`config.mk`:
```
export PLATFORM = sky130hd
export DESIGN_NAME = hbridge_fault_gate
export DESIGN_NICKNAME = d
export VERILOG_FILES = /design/src/rtl/hbfg_pkg.sv /design/src/rtl/hbfg_qual.sv /design/src/rtl/hbfg_flags.sv /design/src/rtl/hbridge_fault_gate.sv
export SDC_FILE = /design/constraint.sdc
export NUM_CORES = 1
export LEC_CHECK = 0
export BUFFER_PORTS_ARGS = -buffer_cell sky130_fd_sc_hd__buf_2
export CAP_MARGIN = 20
export CORE_MARGIN = 5
export CORE_UTILIZATION = 55
export DETAILED_ROUTE_END_ITERATION = 8
export GPL_ROUTABILITY_DRIVEN = 1
export PLACE_DENSITY = 0.83
export SYNTH_ARGS = -nofsm -noshare
export SYNTH_HDL_FRONTEND = slang
export SYNTH_SLANG_ARGS = --single-unit
```
`constraint.sdc`:
```
create_clock -name clk -period 2.02 [get_ports clk]
set_input_delay 0.404 -clock clk [delete_from_list [all_inputs] [get_ports clk]]
set_output_delay 0.404 -clock clk [all_outputs]
set_load 0.02 [all_outputs]
```
`src/rtl/hbfg_pkg.sv`:
```
// Shared types for the half-bridge fault supervisor.
// Assumes: nothing; pure declarations.
package hbfg_pkg;
    // Sticky flag set, ordered as the status word places them (high to low).
    typedef struct packed {
        logic psf;  // supply fail
        logic ul;   // under-load
        logic oc;   // overload
        logic tw;   // thermal warning
    } flags_t;
endpackage

```
`src/rtl/hbfg_qual.sv`:
```
// Fault qualifier: asserts qual once flt has been high for DLY consecutive
// cycles while arm is high. The count restarts when either input drops.
// Assumes: flt is synchronous to clk; DLY >= 1.
module hbfg_qual #(
    parameter int DLY = 4
) (
    input  logic clk,
    input  logic rst_n,
    input  logic arm,
    input  logic flt,
    output logic qual
);
    localparam int CW = $clog2(DLY + 1);
    localparam logic [CW-1:0] LIMIT = CW'(DLY);

    logic [CW-1:0] cnt;

    // Saturating persistence counter, cleared whenever the fault is not armed.
    always_ff @(posedge clk) begin
        if (!rst_n)             cnt <= '0;
        else if (!(arm && flt)) cnt <= '0;
        else if (cnt != LIMIT)  cnt <= cnt + 1'b1;
    end

    assign qual = (cnt == LIMIT);
endmodule

```
`src/rtl/hbfg_flags.sv`:
```
// Sticky flag register: bits accumulate until clr. clr wins over set in the
// same cycle, so a condition that persists reappears one cycle later.
// Assumes: set and clr are synchronous to clk.
module hbfg_flags
    import hbfg_pkg::*;
(
    input  logic   clk,
    input  logic   rst_n,
    input  logic   clr,
    input  flags_t set,
    output flags_t q
);
    // Accumulate or clear the sticky flags.
    always_ff @(posedge clk) begin
        if (!rst_n)   q <= '0;
        else if (clr) q <= '0;
        else          q <= q | set;
    end
endmodule

```
`src/rtl/hbridge_fault_gate.sv`:
```
// Top: command register, per-switch fault qualification and latch-off,
// global transient shutdowns and status assembly.
// Assumes: all inputs synchronous to clk; cmd_commit is a one-cycle strobe.
module hbridge_fault_gate
    import hbfg_pkg::*;
#(
    parameter int NUM_CH = 6,
    parameter int OC_DLY = 4,
    parameter int UL_DLY = 8
) (
    input  logic                  clk,
    input  logic                  rst_n,
    input  logic [2*NUM_CH+3:0]   cmd_word,
    input  logic                  cmd_commit,
    input  logic [2*NUM_CH-1:0]   oc_in,
    input  logic [2*NUM_CH-1:0]   ul_in,
    input  logic [NUM_CH-1:0]     ot_in,
    input  logic                  tw_in,
    input  logic                  ov_in,
    input  logic                  uv_in,
    output logic [2*NUM_CH-1:0]   gate_en,
    output logic [2*NUM_CH+3:0]   status_word
);
    localparam int NOUT   = 2 * NUM_CH;
    localparam int W      = NOUT + 4;
    localparam int OCSD_B = NOUT + 1;
    localparam int ULSD_B = NOUT + 2;
    localparam int OVSD_B = NOUT + 3;

    logic [W-1:1]    cmd_q;
    logic            srr;
    logic [NOUT-1:0] prog_en;
    logic [NOUT-1:0] oc_qual;
    logic [NOUT-1:0] ul_qual;
    logic [NOUT-1:0] latch_off;
    logic            global_off;
    flags_t          flag_set;
    flags_t          flag_q;

    assign srr     = cmd_commit && cmd_word[0];
    assign prog_en = cmd_q[NOUT:1];

    // Command register: holds enables and mode bits; bit 0 acts as a pulse.
    always_ff @(posedge clk) begin
        if (!rst_n)          cmd_q <= '0;
        else if (cmd_commit) cmd_q <= cmd_word[W-1:1];
    end

    // One overcurrent and one under-load qualifier per switch.
    for (genvar i = 0; i < NOUT; i++) begin : g_sw
        hbfg_qual #(.DLY(OC_DLY)) u_oc (
            .clk(clk), .rst_n(rst_n), .arm(prog_en[i]),
            .flt(oc_in[i]), .qual(oc_qual[i])
        );
        hbfg_qual #(.DLY(UL_DLY)) u_ul (
            .clk(clk), .rst_n(rst_n), .arm(prog_en[i]),
            .flt(ul_in[i]), .qual(ul_qual[i])
        );
    end

    // Per-switch latch-off, applied per the mode bits, cleared by status reset.
    always_ff @(posedge clk) begin
        if (!rst_n)   latch_off <= '0;
        else if (srr) latch_off <= '0;
        else          latch_off <= latch_off
                                 | (oc_qual & {NOUT{cmd_q[OCSD_B]}})
                                 | (ul_qual & {NOUT{cmd_q[ULSD_B]}});
    end

    // Transient conditions that remove every gate while present.
    assign global_off = (|ot_in) || uv_in || (ov_in && cmd_q[OVSD_B]);

    // Gate enables: programmed selection minus latched-off switches.
    always_comb begin
        gate_en = global_off ? '0 : (prog_en & ~latch_off);
    end

    // Conditions feeding the sticky flags.
    always_comb begin
        flag_set.tw  = tw_in;
        flag_set.oc  = |oc_qual;
        flag_set.ul  = |ul_qual;
        flag_set.psf = ov_in || uv_in;
    end

    hbfg_flags u_flags (
        .clk(clk), .rst_n(rst_n), .clr(srr), .set(flag_set), .q(flag_q)
    );

    assign status_word = {flag_q.psf, flag_q.ul, flag_q.oc, gate_en, flag_q.tw};
endmodule

```
---- Yosys cells after proc, flatten, opt, wreduce, memory -nomap -nowiden ----
Index checks and enable logic that the tools add are counted.
word-level totals
  register bits after elaboration ......... 115
  output and inout bits ................... 28
  memory bits (writable) .................. 0
  bits in latches ......................... 0
  memory bits (read-only) ................. 0
  memories kept ........................... 0
operators by class
  $add $sub $neg .......................... 24
  bitwise operators ....................... 8
  shift operators ......................... 0
  div/mod/pow operators ................... 0
  magnitude comparators ................... 0
  reduce and logical (&&, ||, !) cells .... 57
  equal/unequal tests ..................... 48
  mux-type cells .......................... 1
  multiply operators ...................... 0
operator list
  cell                                                           count
  4-bit by 1-bit adder with 4-bit output, second input constant  12
  4-bit == test, second input constant                           12
  4-bit inequality test, second input constant                   12
  2-bit AND reduction                                            24
  3-bit by 1-bit adder with 3-bit output, second input constant  12
  12-bit AND                                                     3
  3-bit == test, second input constant                           12
  3-bit inequality test, second input constant                   12
  1-bit logical AND                                              26
  12-bit OR                                                      2
  12-bit OR reduction                                            2
  12-bit 2-to-1 mux                                              1
  12-bit inverter                                                1
  6-bit OR reduction                                             1
  4-bit OR                                                       1
  1-bit logical OR                                               3
  2-bit OR reduction                                             1
  1-bit inverter                                                 1

---- Logic depth before layout (Yosys ltp) ----
Gate-level depths: netlist of the first run.
  word-level depth ........................ 4
  gate-level depth with buffers ........... 6
  depth with buffers taken out ............ 6

---- Modules after synthesis ----
A second synthesis of the first run with hierarchy kept.
second synthesis, totals
  cell total of the unflattened synthesis .. 621
  area, all modules ....................... 5840.6 um2
modules (own cells, without submodules)
  module                         cells each  area each (um2)  seq. area each (um2)  instances
  hbfg_qual at g_sw[0].u_ul ...  21          193.9            80.1                  12
  hbfg_qual at g_sw[0].u_oc ...  18          166.4            60.1                  12
  hbridge_fault_gate             140         1392.6           540.5                 1
  hbfg_flags                     13          123.9            80.1                  1

---- Worst setup path after synthesis of the first run ----
No wires, ideal clock.
  kind .................................... input to output
  start point ............................. input ot_in[5]
  end point ............................... output status_word[12]
  required time ........................... 1616 ps
  setup slack ............................. -37 ps
  path buffers ............................ 1
  cell stages on the path ................. 4
  arrival time ............................ 1653 ps
  path through ............................ nor4_2 nand3_2 nor3b_1 buf_4
on the way
  longest elaborated chain between the ends .. 4
RTL lines
  item                           line                      text
  start, declared                hbridge_fault_gate.sv:17  input logic [NUM_CH-1:0] ot_in,
  6-bit OR reduction             hbridge_fault_gate.sv:71  assign global_off = (|ot_in) || uv_in || (ov_in && cmd_q[OVSD_B]);
  1-bit logical OR (2 in a row)  hbridge_fault_gate.sv:71
  12-bit 2-to-1 mux              hbridge_fault_gate.sv:75  gate_en = global_off ? '0 : (prog_en & ~latch_off);
  end, declared                  hbridge_fault_gate.sv:22  output logic [2*NUM_CH+3:0] status_word
No other way between the ends.

---- Worst setup path after layout of the first run ----
  start point ............................. input ot_in[2]
  end point ............................... output gate_en[4]
on the way
  longest elaborated chain between the ends .. 4
RTL lines
  item                           line                      text
  6-bit OR reduction             hbridge_fault_gate.sv:71
  1-bit logical OR (2 in a row)  hbridge_fault_gate.sv:71
  12-bit 2-to-1 mux              hbridge_fault_gate.sv:75
  end, declared                  hbridge_fault_gate.sv:21  output logic [2*NUM_CH-1:0] gate_en,
No other way between the ends.

==> impl_metrics.json, run 1 <==
{
  "postCtsHoldBufs": 0,
  "synthTopCellsByArea": "dfxtp_1, ha_1, xnor2_1",
  "gr-usage-met3_pct": 6.52,
  "core_um2": 9730,
  "grt_pass1_vias": 4721,
  "drtIter0Drc": 199,
  "cts_tree": "done",
  "status": "finished with violations",
  "finalHoldViolations": 0,
  "setup_slack_ns": -0.0515,
  "drt-total-wl_um": 13400,
  "vdd_drop_max_uv": 688,
  "clock-sinks": 115,
  "areaGrowthSynthToFinish_pct": 21.7,
  "nNetsFinal": 793,
  "diodes": 0,
  "synth_enable_flop_cells": 0,
  "final_area_um2": 6640,
  "ys_warn_count": 0,
  "final_layout_size_suffix_gt1_share_pct": 19.4,
  "rsz0062_at_grt": "true",
  "syn_area_um2": 5450,
  "setup_viol": 10,
  "grt_first_pass_wirelength_um": 21500,
  "grt_start_max_net_pins": 31,
  "ys_ff_latch": 115,
  "yosysMostFrequentCell": "dfxtp_1",
  "track_usage_pct": 23.4,
  "slew-limit-headroom_pct": 49.9,
  "gp_congestion": 0.806,
  "syn_inst": 615,
  "fin_skew_ns": 0.00470,
  "critPathCaptureType": "primary output",
  "clock_latency_ns": 0.51,
  "met1_usage_pct": 24.8,
  "remaining_drc_errors": 0,
  "die-area_um2": 12000,
  "fmax_mhz": 483,
  "dpl_cell_area_um2": 5890,
  "worstMarginPinSlew_ns": 0.751,
  "fp-row-count": 36,
  "drt-wirelength-per-cell_um": 16.0,
  "pre_cts_ws_ns": -0.0722,
  "overflow": 0,
  "syn_nets": 715,
  "path_class": "input port to primary output",
  "synth_top_cell_by_area": "dfxtp_1",
  "clock_path_buffers": 2,
  "cts_root_buf": "clkbuf_8",
  "critPathSlowestCell": "nor4_4",
  "crit_top_cell": "buf_6",
  "violations": "setup timing",
  "synth_common_cells": "dfxtp_1, nor2_1, nand2_1, nand3_1",
  "cts_max_level": 4,
  "maxSlewViolCount": 0,
  "p_leak_nw": 2.58,
  "ys.flop_type": "dfxtp_1",
  "crit_chain": "buf_6 -> nor4_4 -> nand3_4 -> buf_6 -> nor3b_4 -> buf_6",
  "top_usage_layer": "met2",
  "portBuffers": 79,
  "global_route.usage.met2_pct": 43.0,
  "synth_top_area_share_pct": 42.2,
  "clkTransAtPathRegs_ns": 0.06,
  "synth_cell_types": 25,
  "ios": 80,
  "cts_made_buffers": 17,
  "cp.arrival_ns": 1.67,
  "holdCritPathClass": "input port to register",
  "synth-async-reset-ratio_pct": 0,
  "min_period_over_period_pct": 103,
  "ys_seq_area_share_pct": 42.2,
  "cap_violations": 0,
  "dr.pass1.iters": 5,
  "start_kind": "input port",
  "postSynthAreaPerCell_um2": 8.87,
  "p_per_area_nw_per_um2": 836,
  "ant_nets": 0,
  "critPathMaxStageDelay_ns": 0.35,
  "fill_cells": 737,
  "die_h_um": 110,
  "antenna_found_initial": 0,
  "via_per_inst": 5.38,
  "period_minus_slack_ns": 2.07,
  "start_util_pct": 56.1,
  "dp_hpwl_um": 9230,
  "worst-path-max-fanout": 4,
  "fp.dieW_um": 110,
  "num_vias": 4513,
  "critPathRequiredTime_ns": 1.62
}
-- routing by layer --
layer,routed length (um),vias up
met4,466,0
met5,0,-
met1,5180,2142
met3,866,51
li1,-,2167
met2,6910,153
-- metrics by stage --
step / hold slack [ns] / power [W] / TNS [ns] / std cells / utilization (%)
after global placement: 0.446 / 0.00259 / -0.0235 / 807 / 60.6
after global routing: 0.142 / 0.00572 / -1.45 / 839 / 68.2
after detailed placement: 0.460 / 0.00260 / -0.344 / 807 / 60.6
after CTS: 0.0871 / 0.00558 / -0.0452 / 839 / 67.5
after floorplan: 0.456 / 0.00250 / -0.0739 / 615 / -
final: 0.103 / 0.00555 / -0.248 / 839 / 68.2
-- power by group --
part	internal, W	switching [W]
Clock	0.00196	0.00102
Combinational	0.000106	0.000114
Sequential	0.00230	0.0000459
-- critical path, delay by kind of cell --
family	cells	cell delay (ns)
and+or+nand+nor	3	0.81
buffers and inverters	3	0.44
-- cells by family after synthesis --
kind of cell | after synthesis | synth area share [%]
muxes | 23 | 4.22
adders and majority gates | 48 | 11.0
xor gates and xnor gates | 48 | 7.71
buffers and inverters | 74 | 6.58
AOI/OAI and AO/OA | 42 | 4.15
DFF | 115 | 42.2
and+or+nand+nor | 265 | 24.1
-- registers in the layout (all words and copies together), names as in the netlist --
register and count:
g_sw.u_oc.cnt 36, cmd_q 15, latch_off 12, u_flags.q 4, g_sw.u_ul.cnt 48
-- layout by cell type, fill, tap and decap left out, types with 18 or more instances in the layout --
cell / n
buf_2: 57
nand3_1: 49
mux2i_1: 23
ha_1: 48
nand2_1: 65
dfxtp_1: 114
a21oi_1: 29
xnor2_1: 36
inv_1: 48
buf_4: 18
nor3_1: 25
nor2_1: 76
-- layout make-up --
class	count	area, um^2	area share, %
flip-flops and latches	115	2300	34.7
multi-input cells	426	2850	42.9
repair buffers	85	551	8.29
well taps	133	166	2.51
clock buffers	22	463	6.97
clock inverters	10	130	1.96
inverters	48	180	2.71
-- path summary, 6_finish.rpt --
check	cells past startpoint	start	to	slack [ns]
setup / recovery	6	ot_in[2]	gate_en[4]	-0.05
hold / removal	3	tw_in	u_flags.q[0]$_SDFF_PP0_	0.10
setup reg to reg	5	g_sw[2].u_ul.cnt[0]$_SDFFE_PN0P_	u_flags.q[2]$_SDFF_PP0_	0.47
hold reg to reg	2	u_flags.q[0]$_SDFF_PP0_	u_flags.q[0]$_SDFF_PP0_	0.47
-- timing repair --
action	4_1_cts	5_1_grt
endpoints found under the hold margin	0	0
pin swaps	1	3
setup endpoints to repair	18	24
gates resized for setup	20	21
cloned	0	0
buffers inserted	0	0
Power figures use the tool's default switching activity.
==> inputs of run 2 (changes only) <==
--- a/config.mk
+++ b/config.mk
@@ -8,10 +8,10 @@
 export BUFFER_PORTS_ARGS = -buffer_cell sky130_fd_sc_hd__buf_2
 export CAP_MARGIN = 20
 export CORE_MARGIN = 5
-export CORE_UTILIZATION = 55
+export CORE_UTILIZATION = 56
 export DETAILED_ROUTE_END_ITERATION = 8
 export GPL_ROUTABILITY_DRIVEN = 1
-export PLACE_DENSITY = 0.83
+export PLACE_DENSITY = 0.84
 export SYNTH_ARGS = -nofsm -noshare
 export SYNTH_HDL_FRONTEND = slang
 export SYNTH_SLANG_ARGS = --single-unit
==> run 2 against run 1 <==
  * The flow now finishes without violations
  * Fmax up 3.3%
  * Critical path depth unchanged
  * Sequential share of layout area about the same
  * Setup slack improved by 0.066 ns
  * Combinational power shrank 3%
  * Final cell count is the same
  * Count of clock-buffer cells in the layout grew 1
  * Worst hold slack gained 0.011 ns
  * Critical endpoint is now gate_en[10]
  * Largest cell class unchanged
  * Largest power group unchanged
==> impl_metrics.json, run 2 (same netlist as run 1, synthesis figures left out) <==
{
  "antenna_found_initial": 0,
  "areaGrowthSynthToFinish_pct": 21.9,
  "clock_path_buffers": 2,
  "fin_skew_ns": 0.00852,
  "core_um2": 9640,
  "largestRegisters": "g_sw.u_ul.cnt x48, g_sw.u_oc.cnt x36, cmd_q x15",
  "stdcell_count": 839,
  "reg2reg_slack_ns": 0.48,
  "track_usage_pct": 23.3,
  "grt_pass1_vias": 4628,
  "final_layout_size_suffix_gt1_share_pct": 19.3,
  "gp_congestion": 0.812,
  "drtIter0Drc": 248,
  "largest-register": "g_sw.u_ul.cnt",
  "path_class": "input port to primary output",
  "grt_start_max_net_pins": 20,
  "cts_max_level": 4,
  "final_cell_mix": "dfxtp_1, nor2_1, nand2_1",
  "start_kind": "input port",
  "ant_nets": 0,
  "worst-path-max-fanout": 8,
  "clock_latency_ns": 0.52,
  "period_minus_slack_ns": 2.01,
  "hold_start": "tw_in",
  "worstHoldEndpoint": "u_flags.q[0]$_SDFF_PP0_",
  "holdCritPathClass": "input port to register",
  "p_leak_nw": 2.59,
  "ios": 80,
  "drt-wirelength-per-cell_um": 15.7,
  "diodes": 0,
  "clkTransAtPathRegs_ns": 0.05,
  "num_vias": 4442,
  "seq_area_um2": 2300,
  "cp.arrival_ns": 1.60,
  "maxSlewViolCount": 0,
  "critPathSlowestCell": "nor4_2",
  "dr.pass1.iters": 5,
  "largest_register_ffs": 48,
  "die-area_um2": 11800,
  "fill_cells": 732,
  "r2r-end": "u_flags.q[2]$_SDFF_PP0_",
  "slew-limit-headroom_pct": 54.1,
  "finalHoldViolations": 0,
  "critPathRequiredTime_ns": 1.62,
  "cap_violations": 0,
  "postCtsSetupRepairBufs": 0,
  "fp-row-count": 36,
  "timing.rr.start": "g_sw[2].u_ul.cnt[0]$_SDFFE_PN0P_",
  "fp.dieW_um": 109,
  "vdd_drop_max_uv": 554,
  "worstMarginPinSlew_ns": 0.688,
  "cts_made_buffers": 17,
  "cts_tree": "done",
  "min_period_over_period_pct": 99.3,
  "dp_hpwl_um": 9270,
  "via_per_inst": 5.29,
  "grt_first_pass_wirelength_um": 21200,
  "critPathMaxStageDelay_ns": 0.36,
  "die_h_um": 109,
  "nNetsFinal": 793,
  "ff2ff_path_depth": 5,
  "portBuffers": 79,
  "setup_tns_ns": 0,
  "start_util_pct": 56.6,
  "final_area_um2": 6650,
  "remaining_drc_errors": 0,
  "drt-total-wl_um": 13200,
  "multiInputGateArea_um2": 2820,
  "dpl_cell_area_um2": 5890,
  "fmax_mhz": 499,
  "critPathCaptureType": "primary output",
  "overflow": 0,
  "rsz0062_at_grt": "true",
  "setup_viol": 0,
  "crit_chain": "buf_2 -> nor4_2 -> nand3_4 -> buf_12 -> nor3b_4 -> buf_6",
  "holdWs_ns": 0.115,
  "clock-sinks": 115,
  "status": "complete, no violations",
  "p_per_area_nw_per_um2": 887,
  "dp.cells": 807,
  "power.total_w": 0.00590,
  "layout_commonest_cell": "dfxtp_1",
  "cts_root_buf": "clkbuf_8",
  "hold_depth": 3
}
run 2: cell count changes in the layout (fill, tap and decap cells not counted), moves of 2 or more:
cell	previous run	this run
buf_2	57	59
buf_4	18	21
buf_6	8	4
bufinv_16	3	5
clkbuf_8	4	6
clkinv_2	5	3
run 2: area by class of cell:
class	count	share of cell area (%)
Clock buffer	23	7.32
Sequential cell	115	34.6
Clock inverter	9	2.60
Multi-Input combinational cell	426	42.4
Tap cell	133	2.50
Inverter	48	2.71
Timing Repair Buffer	85	7.79
run 2: where the power goes:
group	internal [W]	switching (W)
sequential	0.00230	0.0000454
clock	0.00229	0.00105
combinational	0.000101	0.000113
total	0.00469	0.00121
run 2: worst max-delay path: cells and delay by family:
kind	cells	cell delay [ns]
buffers and inverters	3	0.43
AND/OR/NAND/NOR	3	0.75
run 2: how the worst max path moves through the flow:
stage                            from              end  slack, ns  cells past startpoint
3_3_place_gp                 ot_in[5]  status_word[11]       0.04                      6
5_1_grt        cmd_q[15]$_SDFFE_PN0P_       gate_en[5]      -0.07                      5
2_1_floorplan                ot_in[5]  status_word[12]      -0.04                      4
3_5_place_dp                 ot_in[5]  status_word[11]      0.003                      6
4_1_cts        cmd_q[15]$_SDFFE_PN0P_  status_word[11]      -0.04                      5
6_report                     ot_in[5]      gate_en[10]       0.01                      6
run 2: timing repair:
action                                  in CTS  in global routing
hold buffers                                 0                  0
pin swaps                                    2                  2
endpoints found under the setup margin      20                 22
resized for setup                            8                 22
run 2: per-layer routing:
layer / part of all wire, % / track usage, %
met3: 5.5 / 6.34
met1: 40 / 26.1
met2: 53 / 42.3
met4: 2.1 / 7.94
met5: 0 / 0
run 2: through the flow:
step / setup slack [ns] / util, %
2_1_floorplan: -0.0370 / -
3_3_place_gp: 0.0399 / 61.2
3_5_place_dp: 0.00314 / 61.2
4_1_cts: -0.0436 / 68.3
5_1_grt: -0.0664 / 69.0
6_report: 0.0149 / 69.0
